==> config.mk <==
export PLATFORM = sky130hd
export DESIGN_NAME = bitproc_unit
export DESIGN_NICKNAME = d
export VERILOG_FILES = /design/src/rtl/bitproc_pkg.sv /design/src/rtl/bitproc_decode.sv /design/src/rtl/bitproc_alu.sv /design/src/rtl/bitproc_unit.sv
export SDC_FILE = /design/constraint.sdc
export NUM_CORES = 1
export LEC_CHECK = 0
export ABC_CLOCK_PERIOD_IN_PS = 2900
export BUFFER_PORTS_ARGS = -buffer_cell sky130_fd_sc_hd__buf_4
export CORE_MARGIN = 1.5
export CORE_UTILIZATION = 55
export DETAILED_ROUTE_END_ITERATION = 8
export PLACE_DENSITY = 0.89
export REMOVE_ABC_BUFFERS = 1
export SLEW_MARGIN = 15
export SYNTH_ARGS = -nofsm -noshare
export SYNTH_HDL_FRONTEND = slang
export SYNTH_SLANG_ARGS = --single-unit
==> constraint.sdc <==
create_clock -name clk -period 2.9 [get_ports clk]
set_clock_uncertainty 0.05 [all_clocks]
set_input_delay 0.58 -clock clk [delete_from_list [all_inputs] [get_ports clk]]
set_output_delay 0.58 -clock clk [all_outputs]
set_load 0.05 [all_outputs]
==> src/rtl/bitproc_pkg.sv <==
package bitproc_pkg;

    parameter int BP_ADDR_W = 12;
    parameter int BP_DATA_W = 8;
    parameter int BP_CYC_W  = 4;
    localparam int BP_BIT_W = $clog2(BP_DATA_W);

    typedef enum logic [3:0] {
        K_NONE, K_AND, K_OR, K_XOR, K_LDC, K_STC,
        K_NOT, K_SET, K_CLR, K_TSET, K_TCLR
    } op_kind_e;

    typedef enum logic [2:0] {
        S_IDLE, S_READ, S_CAPT, S_WRITE, S_PAD, S_DONE
    } state_e;

    typedef struct packed {
        op_kind_e                kind;
        logic                    comp;
        logic [BP_BIT_W-1:0]     bitpos;
        logic [BP_ADDR_W-1:0]    addr;
        logic [BP_CYC_W-1:0]     cycles;
        logic                    writes;
    } dec_t;

endpackage

==> src/rtl/bitproc_decode.sv <==
module bitproc_decode
    import bitproc_pkg::*;
(
    input  logic [BP_DATA_W-1:0] opcode,
    input  logic [BP_DATA_W-1:0] oper_lo,
    input  logic [BP_DATA_W-1:0] oper_hi,
    input  logic                 page_sel,
    output dec_t                 dec
);
    localparam int PAD_W = BP_ADDR_W - BP_DATA_W - 1;

    logic [BP_ADDR_W-1:0] full_addr;
    logic [BP_ADDR_W-1:0] page_addr;

    assign full_addr = {oper_hi[BP_ADDR_W-BP_DATA_W-1:0], oper_lo};
    assign page_addr = {{PAD_W{1'b0}}, page_sel, oper_lo};

    always_comb begin
        dec        = '0;
        dec.kind   = K_NONE;
        dec.cycles = BP_CYC_W'(2);
        dec.addr   = full_addr;
        dec.bitpos = oper_hi[BP_DATA_W-1 -: BP_BIT_W];
        dec.comp   = oper_hi[4];
        case (opcode)
            8'h8B: begin dec.kind = K_AND;  dec.cycles = BP_CYC_W'(4); end
            8'h6B: begin dec.kind = K_OR;   dec.cycles = BP_CYC_W'(5); end
            8'hAB: begin dec.kind = K_XOR;  dec.cycles = BP_CYC_W'(5); end
            8'hCB: begin dec.kind = K_LDC;  dec.cycles = BP_CYC_W'(4); end
            8'hEB: begin dec.kind = K_STC;  dec.cycles = BP_CYC_W'(5); dec.writes = 1'b1; end
            8'h4B: begin dec.kind = K_NOT;  dec.cycles = BP_CYC_W'(5); dec.writes = 1'b1; end
            8'h3C: begin dec.kind = K_TSET; dec.cycles = BP_CYC_W'(6); dec.writes = 1'b1; end
            8'h5C: begin dec.kind = K_TCLR; dec.cycles = BP_CYC_W'(6); dec.writes = 1'b1; end
            default: begin
                if (opcode[3:0] == 4'h1) begin
                    dec.kind   = opcode[4] ? K_CLR : K_SET;
                    dec.cycles = BP_CYC_W'(4);
                    dec.writes = 1'b1;
                    dec.addr   = page_addr;
                    dec.bitpos = opcode[BP_DATA_W-1 -: BP_BIT_W];
                end
            end
        endcase
    end

endmodule

==> src/rtl/bitproc_alu.sv <==
module bitproc_alu
    import bitproc_pkg::*;
(
    input  op_kind_e              kind,
    input  logic                  comp,
    input  logic [BP_BIT_W-1:0]   bitpos,
    input  logic                  carry,
    input  logic [BP_DATA_W-1:0]  acc,
    input  logic [BP_DATA_W-1:0]  rdata,
    output logic                  carry_nx,
    output logic [BP_DATA_W-1:0]  wbyte,
    output logic                  neg,
    output logic                  zero
);
    logic                 mbit;
    logic                 opnd;
    logic                 new_bit;
    logic [BP_DATA_W-1:0] bit_byte;
    logic [BP_DATA_W-1:0] diff;

    assign mbit = rdata[bitpos];
    assign opnd = mbit ^ comp;
    assign diff = acc - rdata;
    assign neg  = diff[BP_DATA_W-1];
    assign zero = (diff == '0);

    always_comb begin
        case (kind)
            K_AND:   carry_nx = carry & opnd;
            K_OR:    carry_nx = carry | opnd;
            K_XOR:   carry_nx = carry ^ opnd;
            K_LDC:   carry_nx = opnd;
            default: carry_nx = carry;
        endcase
    end

    always_comb begin
        case (kind)
            K_STC:   new_bit = carry;
            K_NOT:   new_bit = ~mbit;
            K_SET:   new_bit = 1'b1;
            default: new_bit = 1'b0;
        endcase
    end

    for (genvar i = 0; i < BP_DATA_W; i++) begin : g_bit
        assign bit_byte[i] = (bitpos == BP_BIT_W'(i)) ? new_bit : rdata[i];
    end

    always_comb begin
        case (kind)
            K_TSET:  wbyte = rdata | acc;
            K_TCLR:  wbyte = rdata & ~acc;
            default: wbyte = bit_byte;
        endcase
    end

endmodule

==> src/rtl/bitproc_unit.sv <==
module bitproc_unit
    import bitproc_pkg::*;
(
    input  logic                  clk,
    input  logic                  rst_n,
    input  logic                  start,
    input  logic [BP_DATA_W-1:0]  opcode,
    input  logic [BP_DATA_W-1:0]  oper_lo,
    input  logic [BP_DATA_W-1:0]  oper_hi,
    input  logic                  page_sel,
    input  logic [BP_DATA_W-1:0]  acc,
    input  logic                  carry_in,
    output logic                  busy,
    output logic                  done,
    output logic                  carry_out,
    output logic                  neg_flag,
    output logic                  zero_flag,
    output logic [BP_CYC_W-1:0]   op_cycles,
    output logic [BP_ADDR_W-1:0]  mem_addr,
    output logic                  mem_rd,
    output logic                  mem_wr,
    output logic [BP_DATA_W-1:0]  mem_wdata,
    input  logic [BP_DATA_W-1:0]  mem_rdata
);
    state_e               state_q, state_d;
    dec_t                 dec, dec_q;
    op_kind_e             kind_cur;
    logic [BP_DATA_W-1:0] acc_q, wbyte_q, wbyte;
    logic [BP_CYC_W-1:0]  cyc_q, cyc_last, cycles_q;
    logic                 carry_q, carry_nx, neg_q, zero_q, neg_c, zero_c;
    logic                 budget_end;

    bitproc_decode u_dec (
        .opcode   (opcode),
        .oper_lo  (oper_lo),
        .oper_hi  (oper_hi),
        .page_sel (page_sel),
        .dec      (dec)
    );

    bitproc_alu u_alu (
        .kind     (dec_q.kind),
        .comp     (dec_q.comp),
        .bitpos   (dec_q.bitpos),
        .carry    (carry_q),
        .acc      (acc_q),
        .rdata    (mem_rdata),
        .carry_nx (carry_nx),
        .wbyte    (wbyte),
        .neg      (neg_c),
        .zero     (zero_c)
    );

    assign kind_cur   = dec_q.kind;
    assign cyc_last   = dec_q.cycles - BP_CYC_W'(1);
    assign budget_end = (cyc_q == cyc_last);

    always_comb begin
        state_d = state_q;
        unique case (state_q)
            S_IDLE:  if (start) state_d = (dec.kind == K_NONE) ? S_PAD : S_READ;
            S_READ:  state_d = S_CAPT;
            S_CAPT:  state_d = dec_q.writes ? S_WRITE : (budget_end ? S_DONE : S_PAD);
            S_WRITE: state_d = budget_end ? S_DONE : S_PAD;
            S_PAD:   state_d = budget_end ? S_DONE : S_PAD;
            S_DONE:  state_d = S_IDLE;
            default: state_d = S_IDLE;
        endcase
    end

    always_ff @(posedge clk or negedge rst_n) begin
        if (!rst_n) begin
            state_q  <= S_IDLE;
            dec_q    <= '0;
            acc_q    <= '0;
            wbyte_q  <= '0;
            cyc_q    <= '0;
            cycles_q <= '0;
            carry_q  <= 1'b0;
            neg_q    <= 1'b0;
            zero_q   <= 1'b0;
        end else begin
            state_q <= state_d;
            if (state_q == S_IDLE) begin
                if (start) begin
                    dec_q   <= dec;
                    acc_q   <= acc;
                    carry_q <= carry_in;
                    cyc_q   <= BP_CYC_W'(1);
                end
            end else begin
                cyc_q <= cyc_q + BP_CYC_W'(1);
            end
            if (state_q == S_CAPT) begin
                carry_q <= carry_nx;
                wbyte_q <= wbyte;
                if (dec_q.kind == K_TSET || dec_q.kind == K_TCLR) begin
                    neg_q  <= neg_c;
                    zero_q <= zero_c;
                end
            end
            if (state_d == S_DONE && state_q != S_DONE)
                cycles_q <= cyc_q + BP_CYC_W'(1);
        end
    end

    always_comb begin
        busy      = (state_q != S_IDLE);
        done      = (state_q == S_DONE);
        mem_rd    = (state_q == S_READ);
        mem_wr    = (state_q == S_WRITE);
        mem_addr  = dec_q.addr;
        mem_wdata = wbyte_q;
        carry_out = carry_q;
        neg_flag  = neg_q;
        zero_flag = zero_q;
        op_cycles = cycles_q;
    end

endmodule

Yosys cells after proc, flatten, opt, wreduce, memory -nomap -nowiden
Index checks and enable logic that the tools add are counted.
- output and inout bits: 31
- word-level logic and storage cells: 110
- input bits: 45
- bits in registers: 55
- reduce and logical (&&, ||, !) cells: 19
- multiplexer cells: 30
- equal/unequal tests: 35
- add/subtract/negate cells: 3
- order comparisons: 1
- bitwise gates (word level): 8
- operator list (kind ; number):
    $eq A8 B8 Y1 const B ; 4
    $pmux W4 S8 ; 1
    $eq A8 B7 Y1 const B ; 3
    $eq A3 B3 Y1 const B ; 7
    $mux W20 ; 1
    $eq A4 B3 Y1 const B ; 4
    $mux W4 ; 4
    $pmux W8 S2 ; 1
    $mux W15 ; 1
    $mux W1 ; 13
    $eq A3 B2 Y1 const B ; 4
    $pmux W3 S4 ; 1
    $pmux W4 S3 ; 1
    $reduce_or A4 Y1 ; 3
    $mux W3 ; 3
    $and A8 B8 Y8 ; 1
    $eq A4 B1 Y1 const B ; 2
    $eq A4 B2 Y1 const B ; 2
    $eq A4 B4 Y1 const B ; 2
    $eq A8 B6 Y1 const B ; 1
    $logic_not A8 Y1 ; 1
    $not A8 Y8 ; 1
    $or A8 B8 Y8 ; 1
    $reduce_or A8 Y1 ; 1
    other kinds (26) ; 33

Longest topological paths before layout
Gate-level depths: netlist of run 1.
- depth after elaboration: 9
- mapped depth: 12
- mapped depth without buffers: 11

Modules after synthesis
A second synthesis of run 1 with hierarchy kept.
- cell total of the unflattened synthesis: 448
- area total of the unflattened synthesis: 3895.0 um^2
- by module, submodules not included (module ; instances ; seq. area each (um^2) ; cells an instance ; area an instance (um^2)):
    bitproc_unit ; 1 ; 1376.3 ; 244 ; 2431.1
    bitproc_alu ; 1 ; 0.0 ; 144 ; 1061.0
    bitproc_decode ; 1 ; 0.0 ; 60 ; 402.9

Worst setup path after synthesis of run 1
Ideal clock, no wire load.
- path kind: input to register
- start: input mem_rdata[1]
- end: register carry_q, in the netlist carry_out
- slack: 0.443 ns
- setup time: 0.139 ns
- data arrival time: 2.268 ns
- stages on the path: 10
- cell sequence: mux4_1 > mux2i_2 > xnor2_1 > inv_1 > ha_1 > mux2i_1 > nand3_1 > o221ai_1 > and3_1 > o21ai_0
- cells in the longest elaborated chain, start to end: 6
- elaborated cells between the ends (all ways): 8
- classes of those cells: mux: 4; bitwise: 4
- RTL lines (item ; RTL line ; source):
    start: declaration ; bitproc_unit.sv:23 ; input logic [BP_DATA_W-1:0] mem_rdata
    $bmux W1 S3 (*) ; bitproc_alu.sv:21 ; assign mbit = rdata[bitpos];
    $mux W1 (not written as such) (*) ; bitproc_alu.sv:21 ;
    $xor A1 B1 Y1 (*) ; bitproc_alu.sv:22 ; assign opnd = mbit ^ comp;
    $xor A1 B1 Y1 (tied with other cells) ; bitproc_alu.sv:31 ; K_XOR: carry_nx = carry ^ opnd;
    $pmux W1 S4 (*) ; bitproc_alu.sv:28 ; case (kind)
    $mux W1 (*) ; bitproc_unit.sv:94 ; if (state_q == S_CAPT) begin
    end signal: assignment ; bitproc_unit.sv:88 ; carry_q <= carry_in;
    end signal: assignment ; bitproc_unit.sv:95 ; carry_q <= carry_nx;
    end: declaration ; bitproc_unit.sv:30 ; logic carry_q, carry_nx, neg_q, zero_q, neg_c, zero_c;
Mark *: on every way between the ends. The rest lies on a longest branch, timed or not. The select of a mux whose other input is x is not followed.
A chain may end at the register's enable or synchronous reset.

Worst setup path after layout of run 1
- start: register dec_q[17] (netlist bit)
- end: register carry_q, in the netlist carry_out
- cells in the longest elaborated chain, start to end: 6
- elaborated cells between the ends (all ways): 8
- classes of those cells: mux: 4; bitwise: 4
- RTL lines (item ; RTL line ; source):
    start: declaration ; bitproc_unit.sv:26 ; dec_t dec, dec_q;
    start signal: assignment ; bitproc_unit.sv:74 ; dec_q <= '0;
    start signal: assignment ; bitproc_unit.sv:86 ; dec_q <= dec;
    $bmux W1 S3 (*) ; bitproc_alu.sv:21 ;
    $mux W1 (not written as such) (*) ; bitproc_alu.sv:21 ;
    $xor A1 B1 Y1 (*) ; bitproc_alu.sv:22 ;
    $xor A1 B1 Y1 (tied with other cells) ; bitproc_alu.sv:31 ;
    $pmux W1 S4 (*) ; bitproc_alu.sv:28 ;
    $mux W1 (*) ; bitproc_unit.sv:94 ;
Marks and branches as above.

==> results.py, run 1 <==
metrics = {
    "worst_setup_path": {
        "cp_cell_sequence": "mux4_1 -> mux2i_2 -> xnor2_1 -> inv_1 -> ha_1 -> mux2i_1 -> nand3_1 -> o221ai_1 -> and3_1 -> o21ai_0",
        "startpoint": "dec_q[17]",
        "crit_path_end": "carry_out",
        "crit_arrival_ps": 2780,
        "critPathSlowestCell": "mux4_1",
        "r2r_cells": 10,
        "reg2reg_to": "carry_out",
        "r2r_slack_ps": 240,
        "max_stage_delay_ps": 590,
        "start_kind": "register",
        "critPathMaxFanout": 4,
        "cp.required_ps": 3020,
        "regToRegStartpoint": "dec_q[17]",
        "criticalPathCategory": "register to register",
        "worst_setup_path_end_kind": "register",
    },
    "clocking": {
        "cts_inserted_buffers": 5,
        "clockBufferDepth": 2,
        "cts-root-buf": "clkbuf_8",
        "clock_latency_ps": 310,
        "cts_resized": 0,
        "cts.reportedPaths.clkPinSlew_ps": 100,
        "post_cts_buffers": 0,
        "h-tree-depth": 2,
        "cts_tree": "built",
        "cts_sinks": 54,
        "hold_buffers": 0,
    },
    "detailed_routing": {
        "met3_length_um": 441,
        "vias": 3103,
        "highest_layer": "met4",
        "wl_met2_um": 4040,
        "via_per_inst": 5.59,
        "wl_met1_um": 3740,
        "firstDrtPassIters": 4,
        "ant_nets": 0,
        "drt-initial-drc-count": 276,
        "avgRoutedWirePerCell_um": 15.1,
        "drc": 0,
        "wirelength_um": 8370,
    },
    "sta": {
        "fin_tns_setup_ps": 0,
        "setup_ws_ps": 240,
        "final_max_slew_viol_count": 0,
        "fmax_mhz": 376,
        "slew_headroom_pct": 39.1,
        "finalHoldViolCount": 0,
        "rsz0062_at_grt": "false",
        "tightest_slew_ps": 901,
        "final.min_clock_period_ps": 2660,
        "timing.final.crit_share_pct": 91.7,
        "setup_violations": 0,
    },
    "global_routing": {
        "grt_overflow": 0,
        "track_usage_pct": 24.4,
        "grt_pass1_vias": 3102,
        "grt_pass1_wl_um": 14100,
        "grt_max_degree": 55,
        "antenna_found_initial": 0,
    },
    "hold_path": {
        "hp-class": "primary input to asynchronous set/reset pin",
    },
    "synth": {
        "synth_seq_cells": 54,
        "syn_inst": 418,
        "avgSynthCellArea_um2": 8.55,
        "seq_area_frac_synth_pct": 37.8,
        "synth_edf_count": 0,
        "synth_flop_cell": "dfrtp_1",
        "synth_area_leaders": "dfrtp_1 38%, ha_1 9.5%, nand2_1 8.3%",
        "async_flop_share_pct": 100,
        "ys_types": 54,
        "synth.most_common_cell": "nand2_1",
        "yosysTopAreaCell": "dfrtp_1",
        "yosysTopAreaCellShare_pct": 37.8,
        "synthTopCellsByCount": "79 x nand2_1, 54 x dfrtp_1, 32 x nor2_1, 29 x inv_1",
        "synth_warnings": 0,
        "synth_area_um2": 3570,
    },
    "floorplanning": {
        "fp-row-count": 29,
        "start_util_pct": 56.6,
        "core_um2": 6310,
        "die_h_um": 83.6,
        "die_area_um2": 6990,
        "io_pins": 76,
        "die_w_um": 83.6,
    },
    "status": {
        "status": "finished, final reports clean",
    },
    "finish": {
        "drive_above_1_share_pct": 22.0,
        "nFillCells": 550,
        "stdcell_count": 555,
        "nets": 550,
        "num_antenna_cells": 0,
        "utilization_pct": 66.7,
        "area_growth_pct": 17.9,
    },
    "placed_design": {
        "dp_cells": 547,
        "pre_cts_ws_ps": 20.3,
        "portBuffers": 75,
        "dp_hpwl_um": 6400,
        "gp_congestion": 0.877,
    },
    "pwr": {
        "power_per_cell_area_nw_per_um2": 1060,
        "vdd_drop_max_v": 0.000750,
        "p_leak_nw": 2.01,
    },
    "run": {
        "maxCapViolCount": 0,
    },
}
worst min-delay path by stage:
stage                       from      endpoint  slack, ps  cells after the start
CTS                        rst_n  mem_wdata[1]        290                      1
finish                     rst_n  mem_wdata[0]        240                      1
global placement     mem_addr[9]   mem_addr[9]        400                      2
global route               rst_n  mem_wdata[0]        300                      1
detailed placement  mem_addr[10]  mem_addr[10]        410                      2
floorplan                  rst_n      acc_q[0]        230                      0
worst max-delay path, delay by kind of cell, from the launching register on:
family | cells | cell delay (ps)
fa+ha+maj | 1 | 280
compound gates | 2 | 170
mux | 3 | 1010
xor+xnor | 1 | 220
flops | 1 | 440
simple gates | 2 | 260
buf+inv | 1 | 90
layer usage:
layer / GRT usage (%) / vias to the layer above
li1: - / 1531
met1: 31.6 / 1451
met2: 42.8 / 106
met3: 3.76 / 15
met4: 6.56 / 0
met5: 0 / -
state kept, by name, summed over array words and instances (netlist names):
register   cells
mem_addr      12
neg_flag       1
mem_wdata      8
op_cycles      4
carry_out      1
acc_q          8
cyc_q          4
kind_cur       4
state_q        3
zero_flag      1
dec_q          8
kinds of logic (layout without fill, tap and decap cells):
logic type	after synthesis	count (layout)	share of synthesized area (%)
muxes	10	10	3.85
adders and majority gates	28	28	10.0
DFF	54	54	37.8
and+or+nand+nor	164	164	21.8
xor gates and xnor gates	14	14	3.43
buffers and inverters	58	118	7.64
AOI/OAI and AO/OA	90	90	15.4
layout make-up:
cell class	instances	area, um^2	area share (%)
Tap cell	77	96.3	2.29
Sequential cell	54	1350	32.1
Clock inverter	2	16.3	0.386
Clock buffer	6	82.6	1.96
Multi-Input combinational cell	306	1950	46.3
Inverter	29	109	2.58
Timing Repair Buffer	81	608	14.4
placed cells by master, fill, tap and decap left out, types with 4 or more instances in the layout:
cell and count:
a21oi_1 21, a31oi_1 17, buf_4 81, clkbuf_8 6, dfrtp_1 54, ha_1 27, inv_1 29, mux2_2 4
nand2_1 79, nand2b_1 6, nand3_1 13, nor2_1 32, nor2b_1 6, nor3_1 4, o21ai_0 27, o311ai_0 4
xnor2_1 7, xor2_1 7
where the power goes:
group / switching [mW] / internal [mW] / total, mW
clock: 0.262 / 0.197 / 0.459
combinational: 1.68 / 0.941 / 2.62
sequential: 0.300 / 1.09 / 1.39
stage by stage:
step | cell area (um^2) | hold WS (ps) | power, mW
3_3_place_gp | 4110 | 404 | 3.90
3_5_place_dp | 4110 | 409 | 4.02
6_report | 4210 | 239 | 4.47
4_1_cts | 4210 | 286 | 4.49
5_1_grt | 4210 | 301 | 4.79
2_1_floorplan | 3410 | 234 | 3.22
Note: power is estimated with default switching activity, not from simulation.
==> inputs of run 2 (changes only) <==
MAX_ROUTING_LAYER = met4   (was default)
==> run 2 against run 1 <==
Non-clock buffer count is the same. Clock power grew 11%. Highest routed layer unchanged. Critical endpoint unchanged. Hold slack is essentially flat. Largest cell class unchanged. Count of clock-buffer cells in the layout shrank 1. Wire length grew 1.2%. Die area is the same. Global-route usage grew 1.1 points. Register-to-register slack is essentially flat. Setup slack gained 3.8 ps. Critical path depth is the same. Final cell count is the same.
==> results.py, run 2 (synthesized netlist as in run 1, its figures left out) <==
metrics = {
    "worst_setup_path": {
        "r2r_cells": 10,
        "regToRegStartpoint": "dec_q[17]",
        "crit_arrival_ps": 2780,
        "start_kind": "register",
        "criticalPathCategory": "register to register",
        "cp.required_ps": 3030,
        "r2r_slack_ps": 240,
        "startpoint": "dec_q[17]",
        "critPathMaxFanout": 4,
        "worst_setup_path_end_kind": "register",
        "reg2reg_to": "carry_out",
        "crit_path_end": "carry_out",
    },
    "clocking": {
        "h-tree-depth": 2,
        "cts_resized": 0,
        "clock_latency_ps": 310,
        "cts_tree": "built",
        "cts-root-buf": "clkbuf_8",
        "cts_sinks": 54,
        "cts_inserted_buffers": 5,
        "clockBufferDepth": 2,
        "post_cts_buffers": 0,
        "hold_buffers": 0,
        "cts.reportedPaths.clkPinSlew_ps": 100,
    },
    "finish": {
        "area_growth_pct": 18.2,
        "utilization_pct": 66.9,
        "largest_register_ffs": 12,
        "drive_above_1_share_pct": 22.0,
        "num_antenna_cells": 0,
        "mostFrequentLayoutCells": "81 x buf_4, 79 x nand2_1, 54 x dfrtp_1, 32 x nor2_1, 29 x inv_1",
        "nets": 550,
        "layout_commonest_cell": "buf_4",
    },
    "global_routing": {
        "grt_use_met1_pct": 32.3,
        "antenna_found_initial": 0,
        "grt_overflow": 0,
        "busiest_layer": "met2",
        "grt_pass1_wl_um": 14200,
        "grt_pass1_vias": 3054,
        "grtUsageMet2_pct": 43.0,
        "track_usage_pct": 25.6,
        "gr-usage-met3_pct": 4.15,
        "grt_max_degree": 55,
    },
    "sta": {
        "timing.final.crit_share_pct": 91.6,
        "rsz0062_at_grt": "false",
        "tightest_slew_ps": 840,
        "final_max_slew_viol_count": 0,
        "setup_violations": 0,
        "finalHoldViolCount": 0,
        "fin_tns_setup_ps": 0,
        "final.min_clock_period_ps": 2660,
        "slew_headroom_pct": 43.2,
        "fmax_mhz": 377,
    },
    "floorplanning": {
        "start_util_pct": 56.6,
        "io_pins": 76,
        "die_w_um": 83.6,
        "core_um2": 6310,
        "fp-row-count": 29,
        "die_area_um2": 6990,
        "die_h_um": 83.6,
    },
    "detailed_routing": {
        "drt-initial-drc-count": 246,
        "vias": 3154,
        "via_per_inst": 5.68,
        "drc": 0,
        "avgRoutedWirePerCell_um": 15.3,
        "firstDrtPassIters": 6,
        "ant_nets": 0,
        "wirelength_um": 8470,
    },
    "status": {
        "status": "finished, final reports clean",
    },
    "placed_design": {
        "gp_congestion": 0.889,
        "dp_hpwl_um": 6490,
        "portBuffers": 75,
    },
    "pwr": {
        "power_per_cell_area_nw_per_um2": 1070,
        "p_leak_nw": 2.03,
        "vdd_drop_max_v": 0.000739,
    },
    "run": {
        "maxCapViolCount": 0,
    },
    "hold_path": {
        "hp-class": "primary input to asynchronous set/reset pin",
    },
}
[run 2: cell types whose count changed in the layout (fill, tap and decap cells not counted), sizes merged]
cell	previous run	this run
inv	30	29
clkinvlp	1	0
clkbuf	6	5
bufinv	0	1
clkinv	0	2
[run 2: how the worst min path moves through the flow]
stage	start	end	slack (ps)	cells after the start
2_1_floorplan	rst_n	acc_q[0]	230	0
3_3_place_gp	mem_addr[9]	mem_addr[9]	400	2
3_5_place_dp	mem_addr[11]	mem_addr[11]	410	2
4_1_cts	rst_n	carry_out	280	1
5_1_grt	rst_n	mem_wdata[0]	300	1
6_report	rst_n	mem_wdata[0]	240	1
[run 2: per-stage QoR]
step / hold slack (ps) / worst slack [ps] / cell area [um^2] / total power, mW / std cells
after CTS: 277 / 231 / 4220 / 4.54 / 555
after global placement: 404 / 179 / 4110 / 3.90 / 547
final: 239 / 244 / 4220 / 4.53 / 555
after floorplan: 234 / 213 / 3410 / 3.22 / 389
after detailed placement: 408 / 31.6 / 4110 / 4.03 / 547
after global routing: 303 / 59.8 / 4220 / 4.85 / 555
[run 2: area by class of cell]
class | count | area (um^2)
clock buffer | 5 | 68.8
clock inverter | 3 | 40.0
fill | 536 | 2090
inverter | 29 | 109
multi-input combinational | 306 | 1950
sequential | 54 | 1350
tap | 77 | 96.3
timing repair buffer | 81 | 608
[run 2: critical path, stage by stage, from the launching register on]
cell and delay [ps]:
dfrtp_1 450, mux4_1 620, mux2i_2 260, xnor2_1 220, inv_1 80, ha_1 280
mux2i_1 140, nand3_1 90, o221ai_1 90, and3_1 170, o21ai_0 80
[run 2: power breakdown]
| part | internal (mW) | switching [mW] | leakage, nW |
|---|---|---|---|
| clock | 0.255 | 0.254 | 0.0579 |
| sequential | 1.09 | 0.304 | 0.656 |
| combinational | 0.942 | 1.69 | 1.31 |
| total | 2.29 | 2.24 | 2.03 |
[run 2: per-layer routing]
layer  up-vias  routed length (um)  share of wire, %
met2       113                4250                50
met3        12                 508               6.0
met5         -                   0                 0
li1       1536                   -                 -
met4         0                 122               1.4
met1      1493                3590                42
==> inputs of run 3 (changes only) <==
PLACE_DENSITY = 0.8   (was 0.89)
==> run 3 against run 2 <==
Setup slack better by 32 ps. Design area decreased by 0.50%. Final cell count is 0.18% lower. Power is 2.5% lower. Die area is the same. Global-route usage shrank 0.77 points.
==> results.py, run 3 (synthesized netlist as in run 1, its figures left out) <==
metrics = {
    "clocking": {
        "h-tree-depth": 2,
        "clockBufferDepth": 2,
        "cts_sinks": 54,
        "cts-root-buf": "clkbuf_8",
        "cts_resized": 0,
        "post_cts_buffers": 0,
        "cts.reportedPaths.clkPinSlew_ps": 100,
        "hold_buffers": 0,
        "cts_inserted_buffers": 5,
        "cts_tree": "built",
        "clock_latency_ps": 310,
    },
    "finish": {
        "final_area_um2": 4200,
        "num_antenna_cells": 0,
        "nFillCells": 543,
        "layout_commonest_cell": "buf_4",
        "drive_above_1_share_pct": 21.6,
        "nets": 549,
        "utilization_pct": 66.5,
        "largest_register_ffs": 12,
        "area_growth_pct": 17.6,
        "mostFrequentLayoutCells": "80 x buf_4, 79 x nand2_1, 54 x dfrtp_1, 32 x nor2_1, 29 x inv_1",
    },
    "sta": {
        "slew_headroom_pct": 37.1,
        "finalHoldViolCount": 0,
        "final.min_clock_period_ps": 2620,
        "setup_violations": 0,
        "fin_tns_setup_ps": 0,
        "whs_ps": 232,
        "timing.final.crit_share_pct": 90.5,
        "final_max_slew_viol_count": 0,
        "fmax_mhz": 381,
        "tightest_slew_ps": 930,
        "rsz0062_at_grt": "false",
    },
    "floorplanning": {
        "die_h_um": 83.6,
        "io_pins": 76,
        "fp-row-count": 29,
        "start_util_pct": 56.6,
        "die_area_um2": 6990,
        "die_w_um": 83.6,
        "core_um2": 6310,
    },
    "detailed_routing": {
        "drc": 0,
        "vias": 3037,
        "ant_nets": 0,
        "drt-initial-drc-count": 204,
        "via_per_inst": 5.48,
        "firstDrtPassIters": 4,
        "avgRoutedWirePerCell_um": 14.4,
        "wirelength_um": 7960,
    },
    "worst_setup_path": {
        "cp.required_ps": 3040,
        "criticalPathCategory": "register to register",
        "start_kind": "register",
        "critPathMaxFanout": 4,
        "crit_arrival_ps": 2760,
        "worst_setup_path_end_kind": "register",
    },
    "placed_design": {
        "placed_cell_area_um2": 4110,
        "dp_hpwl_um": 6020,
        "portBuffers": 75,
        "gp_congestion": 0.887,
    },
    "hold_path": {
        "hp-class": "primary input to asynchronous set/reset pin",
    },
    "global_routing": {
        "track_usage_pct": 24.8,
        "grt_overflow": 0,
        "grt_max_degree": 55,
        "antenna_found_initial": 0,
        "grt_pass1_wl_um": 13900,
        "grt_pass1_vias": 2970,
    },
    "pwr": {
        "vdd_drop_max_v": 0.000673,
        "p_leak_nw": 2.01,
        "power_per_cell_area_nw_per_um2": 1050,
        "p_total_mw": 4.42,
    },
    "run": {
        "maxCapViolCount": 0,
    },
    "status": {
        "status": "finished, final reports clean",
    },
}
==> run 3: changes by cell type in the layout (fill, tap and decap cells not counted) <==
cell / before / now
clkbuf_8: 5 / 6
inv_6: 0 / 1
clkinv_2: 2 / 0
clkbuf_1: 0 / 1
bufinv_16: 1 / 0
buf_4: 81 / 80
==> run 3: worst max-delay path, cell delays in order, from the launching register on <==
cell	delay, ps
dfrtp_1	440
mux4_1	600
mux2i_2	250
xnor2_1	200
inv_1	80
ha_1	280
mux2i_1	150
nand3_1	110
o221ai_1	90
and3_1	170
o21ai_0	70
==> run 3: stage by stage <==
stage	instances	worst slack [ps]
after CTS	554	286
after floorplan	389	213
after global routing	554	165
final	554	277
after detailed placement	546	76.5
after global placement	546	172
==> run 3: metal layers <==
| layer | part of all wire (%) | GRT usage (%) | vias to the layer above |
|---|---|---|---|
| met5 | 0 | - | - |
| met4 | 1.0 | 6.26 | 0 |
| met3 | 5.0 | 4.75 | 9 |
| met2 | 47 | 38.8 | 74 |
| met1 | 47 | 33.6 | 1420 |
| li1 | - | - | 1534 |
==> run 3: path summary, 6_finish.rpt <==
path,depth (start not counted),start,slack [ps],endpoint
max,10,dec_q[17],280,carry_out
min in group clk,3,oper_lo[2],400,mem_addr[2]
max in group asynchronous,1,rst_n,2100,carry_out
min,1,rst_n,230,mem_wdata[2]
max reg2reg,10,dec_q[17],280,carry_out
min reg2reg,2,mem_addr[9],430,mem_addr[9]
==> run 3: power breakdown <==
part	switching, mW	leakage [nW]	internal, mW
clock	0.256	0.0489	0.198
sequential	0.302	0.656	1.09
combinational	1.64	1.31	0.929
==> run 3: layout make-up <==
cell class,instances,area [um^2],area share (%)
clock buffer,7,86.3,2.06
tap,77,96.3,2.29
sequential,54,1350,32.2
clock inverter,1,8.76,0.209
inverter,29,109,2.59
timing repair buffer,80,601,14.3
multi-input combinational,306,1950,46.4
